## src/rtl/flash_dr_pkg.sv

```systemverilog
package flash_dr_pkg;

   // Controller slots, fixed order of the cfg_* packing
   typedef enum logic [1:0] {
      CTRL_HOST = 2'd0,
      CTRL_NET  = 2'd1,
      CTRL_MGMT = 2'd2,
      CTRL_EMBC = 2'd3
   } ctrl_e;

   typedef enum logic [1:0] {
      ST_IDLE  = 2'd0,
      ST_FETCH = 2'd1,
      ST_WAIT  = 2'd2,
      ST_RESP  = 2'd3
   } guard_st_e;

   localparam int MIN_BLK_SHIFT = 12;

endpackage

```

## src/rtl/flash_dr_region_chk.sv

```systemverilog
module flash_dr_region_chk #(
   parameter int NCTRL     = 4,
   parameter int CTRL_W    = 2,
   parameter int ID_W      = 8,
   parameter int ADDR_W    = 24,
   parameter int FLA_W     = 27,
   parameter int BLK_SHIFT = 12,
   parameter int BLK_W     = FLA_W - BLK_SHIFT
) (
   input  logic [CTRL_W-1:0]       sel,
   input  logic [ID_W-1:0]         req_id,
   input  logic [ADDR_W-1:0]       req_addr,
   input  logic                    req_write,
   input  logic [NCTRL*BLK_W-1:0]  cfg_base,
   input  logic [NCTRL*BLK_W-1:0]  cfg_limit,
   input  logic [NCTRL*ID_W-1:0]   cfg_owner,
   output logic [FLA_W-1:0]        fla,
   output logic                    grant
);

   logic [BLK_W-1:0] base_a  [NCTRL];
   logic [BLK_W-1:0] limit_a [NCTRL];
   logic [ID_W-1:0]  owner_a [NCTRL];

   for (genvar g = 0; g < NCTRL; g++) begin : g_unpack
      assign base_a[g]  = cfg_base[g*BLK_W +: BLK_W];
      assign limit_a[g] = cfg_limit[g*BLK_W +: BLK_W];
      assign owner_a[g] = cfg_owner[g*ID_W +: ID_W];
   end

   logic [BLK_W-1:0] sel_base, sel_lim;
   logic [ID_W-1:0]  sel_owner;
   logic [FLA_W:0]   fla_x;
   logic [BLK_W:0]   blk;
   logic             id_ok, enabled, in_rng;

   always_comb begin
      sel_base  = base_a[sel];
      sel_lim   = limit_a[sel];
      sel_owner = owner_a[sel];
      // one spare bit catches wrap past the top of flash
      fla_x     = {1'b0, sel_base, {BLK_SHIFT{1'b0}}}
                + {{(FLA_W+1-ADDR_W){1'b0}}, req_addr};
      blk       = fla_x[FLA_W:BLK_SHIFT];
      id_ok     = (req_id == sel_owner);
      enabled   = (sel_lim >= sel_base);
      in_rng    = (blk >= {1'b0, sel_base}) && (blk <= {1'b0, sel_lim});
      grant     = !req_write && id_ok && enabled && in_rng;
      fla       = fla_x[FLA_W-1:0];
   end

endmodule

```

## src/rtl/flash_dr_line_cache.sv

```systemverilog
module flash_dr_line_cache #(
   parameter int LINE_BITS = 512,
   parameter int DATA_W    = 32,
   parameter int TAG_W     = 21,
   parameter int WSEL_W    = 4
) (
   input  logic                 clk,
   input  logic                 rst_n,
   input  logic                 wipe,
   input  logic                 fill,
   input  logic [TAG_W-1:0]     fill_tag,
   input  logic [LINE_BITS-1:0] fill_line,
   input  logic [TAG_W-1:0]     look_tag,
   input  logic [WSEL_W-1:0]    look_word,
   output logic                 hit,
   output logic [DATA_W-1:0]    rd_word
);

   localparam int NWORDS = LINE_BITS / DATA_W;

   logic [LINE_BITS-1:0] line_q;
   logic [TAG_W-1:0]     tag_q;
   logic                 vld_q;
   logic [DATA_W-1:0]    words [NWORDS];

   always_ff @(posedge clk) begin
      if (!rst_n || wipe) begin
         line_q <= '0;
         tag_q  <= '0;
         vld_q  <= 1'b0;
      end else if (fill) begin
         line_q <= fill_line;
         tag_q  <= fill_tag;
         vld_q  <= 1'b1;
      end
   end

   for (genvar w = 0; w < NWORDS; w++) begin : g_words
      assign words[w] = line_q[w*DATA_W +: DATA_W];
   end

   assign hit     = vld_q && (tag_q == look_tag);
   assign rd_word = words[look_word];

endmodule

```

## src/rtl/flash_dr_guard.sv

```systemverilog
module flash_dr_guard #(
   parameter int NCTRL      = 4,
   parameter int ID_W       = 8,
   parameter int ADDR_W     = 24,
   parameter int FLA_W      = 27,
   parameter int BLK_SHIFT  = 12,
   parameter int LINE_BYTES = 64,
   parameter int DATA_W     = 32,
   localparam int CTRL_W    = $clog2(NCTRL),
   localparam int BLK_W     = FLA_W - BLK_SHIFT,
   localparam int LINE_BITS = LINE_BYTES * 8
) (
   input  logic                    clk,
   input  logic                    rst_n,
   input  logic                    req_valid,
   output logic                    req_ready,
   input  logic [CTRL_W-1:0]       req_ctrl,
   input  logic [ID_W-1:0]         req_id,
   input  logic [ADDR_W-1:0]       req_addr,
   input  logic                    req_write,
   input  logic [NCTRL*BLK_W-1:0]  cfg_base,
   input  logic [NCTRL*BLK_W-1:0]  cfg_limit,
   input  logic [NCTRL*ID_W-1:0]   cfg_owner,
   output logic                    rsp_valid,
   output logic                    rsp_err,
   output logic [DATA_W-1:0]       rsp_data,
   output logic                    fl_req_valid,
   input  logic                    fl_req_ready,
   output logic [FLA_W-1:0]        fl_req_addr,
   input  logic                    fl_rsp_valid,
   input  logic [LINE_BITS-1:0]    fl_rsp_data
);
   import flash_dr_pkg::*;

   localparam int OFF_W  = $clog2(LINE_BYTES);
   localparam int BYTE_W = $clog2(DATA_W / 8);
   localparam int WSEL_W = OFF_W - BYTE_W;
   localparam int TAG_W  = FLA_W - OFF_W;

   // elaboration-time parameter checks
   if (NCTRL != 4) begin : g_bad_nctrl
      $error("flash_dr_guard: exactly four controllers are supported");
   end
   if (BLK_SHIFT < MIN_BLK_SHIFT) begin : g_bad_blk
      $error("flash_dr_guard: region granule below 4 KB");
   end
   if (ADDR_W > FLA_W) begin : g_bad_addr
      $error("flash_dr_guard: request address wider than linear address");
   end
   if ((1 << OFF_W) != LINE_BYTES || WSEL_W < 1) begin : g_bad_line
      $error("flash_dr_guard: line must be a power of two above one word");
   end
   if ((DATA_W % 8) != 0 || (1 << BYTE_W) * 8 != DATA_W) begin : g_bad_data
      $error("flash_dr_guard: data width must be a power-of-two byte count");
   end

   guard_st_e          st_q;
   logic [FLA_W-1:0]   pend_fla_q;
   logic [CTRL_W-1:0]  last_ctrl_q;
   logic               last_vld_q;
   logic [FLA_W-1:0]   chk_fla, look_fla;
   logic               grant, same_ctrl, accept;
   logic               c_hit, c_wipe, c_fill;
   logic [DATA_W-1:0]  c_word;

   flash_dr_region_chk #(
      .NCTRL(NCTRL), .CTRL_W(CTRL_W), .ID_W(ID_W), .ADDR_W(ADDR_W),
      .FLA_W(FLA_W), .BLK_SHIFT(BLK_SHIFT), .BLK_W(BLK_W)
   ) u_region (
      .sel       (req_ctrl),
      .req_id    (req_id),
      .req_addr  (req_addr),
      .req_write (req_write),
      .cfg_base  (cfg_base),
      .cfg_limit (cfg_limit),
      .cfg_owner (cfg_owner),
      .fla       (chk_fla),
      .grant     (grant)
   );

   assign accept    = req_valid && (st_q == ST_IDLE);
   assign same_ctrl = last_vld_q && (last_ctrl_q == req_ctrl);
   assign look_fla  = (st_q == ST_RESP) ? pend_fla_q : chk_fla;
   assign c_wipe    = accept && grant && !same_ctrl;
   assign c_fill    = (st_q == ST_WAIT) && fl_rsp_valid;

   logic unused_byte_bits;
   assign unused_byte_bits = ^look_fla[BYTE_W-1:0];

   flash_dr_line_cache #(
      .LINE_BITS(LINE_BITS), .DATA_W(DATA_W), .TAG_W(TAG_W), .WSEL_W(WSEL_W)
   ) u_cache (
      .clk       (clk),
      .rst_n     (rst_n),
      .wipe      (c_wipe),
      .fill      (c_fill),
      .fill_tag  (pend_fla_q[FLA_W-1:OFF_W]),
      .fill_line (fl_rsp_data),
      .look_tag  (look_fla[FLA_W-1:OFF_W]),
      .look_word (look_fla[OFF_W-1:BYTE_W]),
      .hit       (c_hit),
      .rd_word   (c_word)
   );

   always_ff @(posedge clk) begin
      if (!rst_n) begin
         st_q        <= ST_IDLE;
         pend_fla_q  <= '0;
         last_ctrl_q <= '0;
         last_vld_q  <= 1'b0;
         rsp_valid   <= 1'b0;
         rsp_err     <= 1'b0;
         rsp_data    <= '0;
      end else begin
         rsp_valid <= 1'b0;
         unique case (st_q)
            ST_IDLE: begin
               if (req_valid) begin
                  if (!grant) begin
                     rsp_valid <= 1'b1;
                     rsp_err   <= 1'b1;
                     rsp_data  <= '1;
                  end else begin
                     last_ctrl_q <= req_ctrl;
                     last_vld_q  <= 1'b1;
                     if (c_hit && same_ctrl) begin
                        rsp_valid <= 1'b1;
                        rsp_err   <= 1'b0;
                        rsp_data  <= c_word;
                     end else begin
                        pend_fla_q <= chk_fla;
                        st_q       <= ST_FETCH;
                     end
                  end
               end
            end
            ST_FETCH: if (fl_req_ready) st_q <= ST_WAIT;
            ST_WAIT:  if (fl_rsp_valid) st_q <= ST_RESP;
            ST_RESP: begin
               rsp_valid <= 1'b1;
               rsp_err   <= 1'b0;
               rsp_data  <= c_word;
               st_q      <= ST_IDLE;
            end
            default: st_q <= ST_IDLE;
         endcase
      end
   end

   assign req_ready    = (st_q == ST_IDLE);
   assign fl_req_valid = (st_q == ST_FETCH);
   assign fl_req_addr  = {pend_fla_q[FLA_W-1:OFF_W], {OFF_W{1'b0}}};

endmodule

```

## config.mk

```make
export PLATFORM = sky130hd
export DESIGN_NAME = flash_dr_guard
export DESIGN_NICKNAME = d
export VERILOG_FILES = /design/src/rtl/flash_dr_pkg.sv /design/src/rtl/flash_dr_region_chk.sv /design/src/rtl/flash_dr_line_cache.sv /design/src/rtl/flash_dr_guard.sv
export SDC_FILE = /design/constraint.sdc
export NUM_CORES = 2
export LEC_CHECK = 0
export BUFFER_PORTS_ARGS = -buffer_cell sky130_fd_sc_hd__buf_2
export CORE_AREA = 5 5 297 299
export CTS_CLUSTER_SIZE = 14
export DETAILED_ROUTE_END_ITERATION = 7
export DIE_AREA = 0 0 302 304
export MAX_ROUTING_LAYER = met4
export PLACE_DENSITY_LB_ADDON = 0.25
export SETUP_SLACK_MARGIN = 0.15
export SYNTH_ARGS = -nofsm -noshare
export SYNTH_HDL_FRONTEND = slang
export SYNTH_SLANG_ARGS = --single-unit
```

## constraint.sdc

```tcl
create_clock -name clk -period 18.6 [get_ports clk]
set_clock_uncertainty 0.2 [all_clocks]
set_input_delay 1.86 -clock clk [delete_from_list [all_inputs] [get_ports clk]]
set_output_delay 1.86 -clock clk [all_outputs]
set_load 0.01 [all_outputs]
```

==> results_dict.tcl <==
set metrics [dict create \
    fillers 8895 \
    synthToLayoutAreaGrowth_pct 23.9 \
    dieHeight_um 304 \
    crit_top_cell "ha_1" \
    ys_seq_area_share_pct 42.0 \
    async_reset_ff_share_pct 0 \
    whs_path_depth 2 \
    timing.slew.headroom_pct 20.8 \
    arrival_ns 9.87 \
    status "finished clean" \
    synthCells 3418 \
    swShare_pct 25.2 \
    place_inst 5064 \
    synth_edf_count 0 \
    detailed_place.area_um2 32700 \
    ys_top_cells_by_count "1249 x nand2_1, 598 x dfxtp_1, 595 x a21oi_1" \
    cts_resized 0 \
    synth_seq_cells 598 \
    dr.pass1.iters 7 \
    synth_top_area_share_pct 42.0 \
    cts_buffers 71 \
    syn_area_um2 28500 \
    synth-xor-area-share_pct 1.19 \
    path_max_fanout 194 \
    antenna_found_initial 40 \
    muxShareOfSynthArea_pct 14.8 \
    design_area_um2 35300 \
    grt_max_degree 208 \
    wl_per_cell_um 22.3 \
    fp.dieW_um 302 \
    p_leak_nw 13.4 \
    synth_cell_types 74 \
    crit_type "input pin to flop" \
    setup_tns_ns 0 \
    cp_slowest_stage_delay_ns 0.74 \
    numPortBuffers 758 \
    yosysTopAreaCell "dfxtp_1" \
    viasPerCell 5.07 \
    seq_area_um2 12000 \
    routabilityCongestion 0.872 \
    r2r_cells 8 \
    cts_hold_buf 0 \
    postCtsSetupBuffers 0 \
    clock_latency_ns 0.63 \
    intPower_mw 2.33 \
    drc 0 \
    rsz0062_at_grt "no" \
    yosysWarnings 0 \
    final_cells 5219 \
    cpMaxStageDelayCell "buf_4" \
    synth_most_common_cell "nand2_1" \
    finalCoreUtilization_pct 41.6 \
    power_frac_seq_pct 41.4 \
    fmax_mhz 104 \
    cts_sinks 598 \
    cts_root_buf "clkbuf_16" \
    synth.avg_cell_area_um2 8.33 \
    drive_gt1_share_pct 27.0 \
    vdd_drop_max_mv 0.0598 \
    synth_area_leaders "dfxtp_1 42%, nand2_1 16%, mux4_2 13%" \
    clkTransAtPathRegs_ns 0.06 \
    drt_iter0_markers 1898 \
    slew_violations 0 \
    cap_violations 0 \
    ant_nets 0 \
    switchingPower_mw 0.783 \
    hold_viol 0 \
    totalWireLength_um 116000 \
    track_usage_pct 24.7 \
    hold_class "flop to flop" \
    synth_fa_ha_area_share_pct 2.62 \
    htree_levels 3 \
    required_ns 18.83 \
    fin_crit_ns 9.63 \
    ff2ff_setup_slack_ns 13.84 \
    grt_pass1_wl_um 166000 \
    cp-end-kind "flop" \
    ctsLongestPathBuffers 3 \
    power.density_nw_per_um2 88.3 \
    fp.coreArea_um2 84900 \
    cp-start-kind "input pin" \
    combPwrFrac_pct 11.2 \
    first_global_vias 26000 \
    synth_top_family_by_area "simple AND/OR/NAND/NOR gates" \
    synth_compound_area_share_pct 14.4 \
    num_vias 26400 \
    finalSetupViolations 0 \
    post-route-period-util_pct 51.8 \
    cts_tree "done" \
    ys.flop_type "dfxtp_1" \
    boundaryPins 767 \
    worst_pin_slew_ns 1.19 \
    p_clk_share_pct 47.4 \
    overflow 0 \
    initial_core_util_pct 33.5 \
    rows 107 \
    place.detailed.hpwl_um 86800 \
    die_area_um2 91800 \
    nets 4756 \
    multi_input_area_um2 15100 \
    synthSimpleGateAreaFrac_pct 19.6 \
    power_mw 3.11 \
]
## worst paths after layout
check                      start                   to
max                  req_ctrl[0]  u_cache.line_q[408]
max reg2reg              st_q[0]  u_cache.line_q[266]
min          u_cache.line_q[256]  u_cache.line_q[256]
min reg2reg  u_cache.line_q[256]  u_cache.line_q[256]
## worst max-delay path, delay by kind of cell
kind	cells	cell delay, ns
multiplexers	1	0.63
buffers and inverters	4	1.83
AND/OR/NAND/NOR	7	1.14
AO/OA/AOI/OAI	9	2.61
adder cells (fa/ha/maj)	4	1.39
## placed cells by master, fill, tap and decap left out, types with 10 or more instances in the layout
cell | Yosys | routed
buf_4 | 30 | 28
nand3_1 | 48 | 48
o31ai_1 | 33 | 33
a21oi_1 | 595 | 595
clkbuf_8 | 0 | 13
dfxtp_1 | 598 | 598
mux4_2 | 163 | 163
nor2_1 | 48 | 48
inv_1 | 49 | 49
diode_2 | 0 | 28
clkbuf_16 | 0 | 72
ha_1 | 58 | 57
mux2i_1 | 49 | 45
o21ai_0 | 51 | 51
nor3_1 | 10 | 10
nand2_1 | 1249 | 1248
clkbuf_1 | 157 | 12
buf_2 | 81 | 758
clkinv_2 | 0 | 12
xnor2_1 | 30 | 30
## power by group through the flow
stage                     registers (mW)  logic (mW)  clock network [mW]
after floorplan                     1.32       0.192                   0
after global placement              1.32       0.349                   0
after detailed placement            1.32       0.350                   0
after CTS                           1.29       0.352                1.51
after global routing                1.29       0.384                1.57
final                               1.29       0.350                1.48
## area by class of cell
class                   instances  area share (%)
multi-input cells            2484            42.8
inverters                      50           0.532
flip-flops and latches        598            33.9
well taps                    1144            4.06
repair buffers                788            11.5
clock inverters                30            1.29
clock buffers                  97            5.74
diodes                         28           0.199
## cell families after synthesis
family / count (synthesis)
and+or+nand+nor: 1413
AOI/OAI and AO/OA: 752
DFF: 598
buffers and inverters: 341
muxes: 217
adders and majority gates: 59
xor gates and xnor gates: 37
other: 1
## metrics by stage
step	setup slack, ns	hold WS (ns)
after global routing	8.33	0.266
after floorplan	9.81	0.233
after detailed placement	8.39	0.244
final	8.97	0.251
after global placement	8.43	0.239
after CTS	9.02	0.252
## flip-flops by register name, summed over array words and instances (netlist names)
name            cells
rsp_valid           1
u_cache.vld_q       1
last_vld_q          1
rsp_err             1
pend_fla_q         25
st_q                2
last_ctrl_q         2
u_cache.line_q    512
u_cache.tag_q      21
rsp_data           32
## routing by layer
metal	GRT usage [%]	share of wire, %	up-vias
li1	-	-	12800
met1	29.9	41	12700
met2	40.9	49	796
met3	5.89	7.2	168
met4	7.36	3.0	0
met5	-	0	-
(Power assumes the default switching activity.)
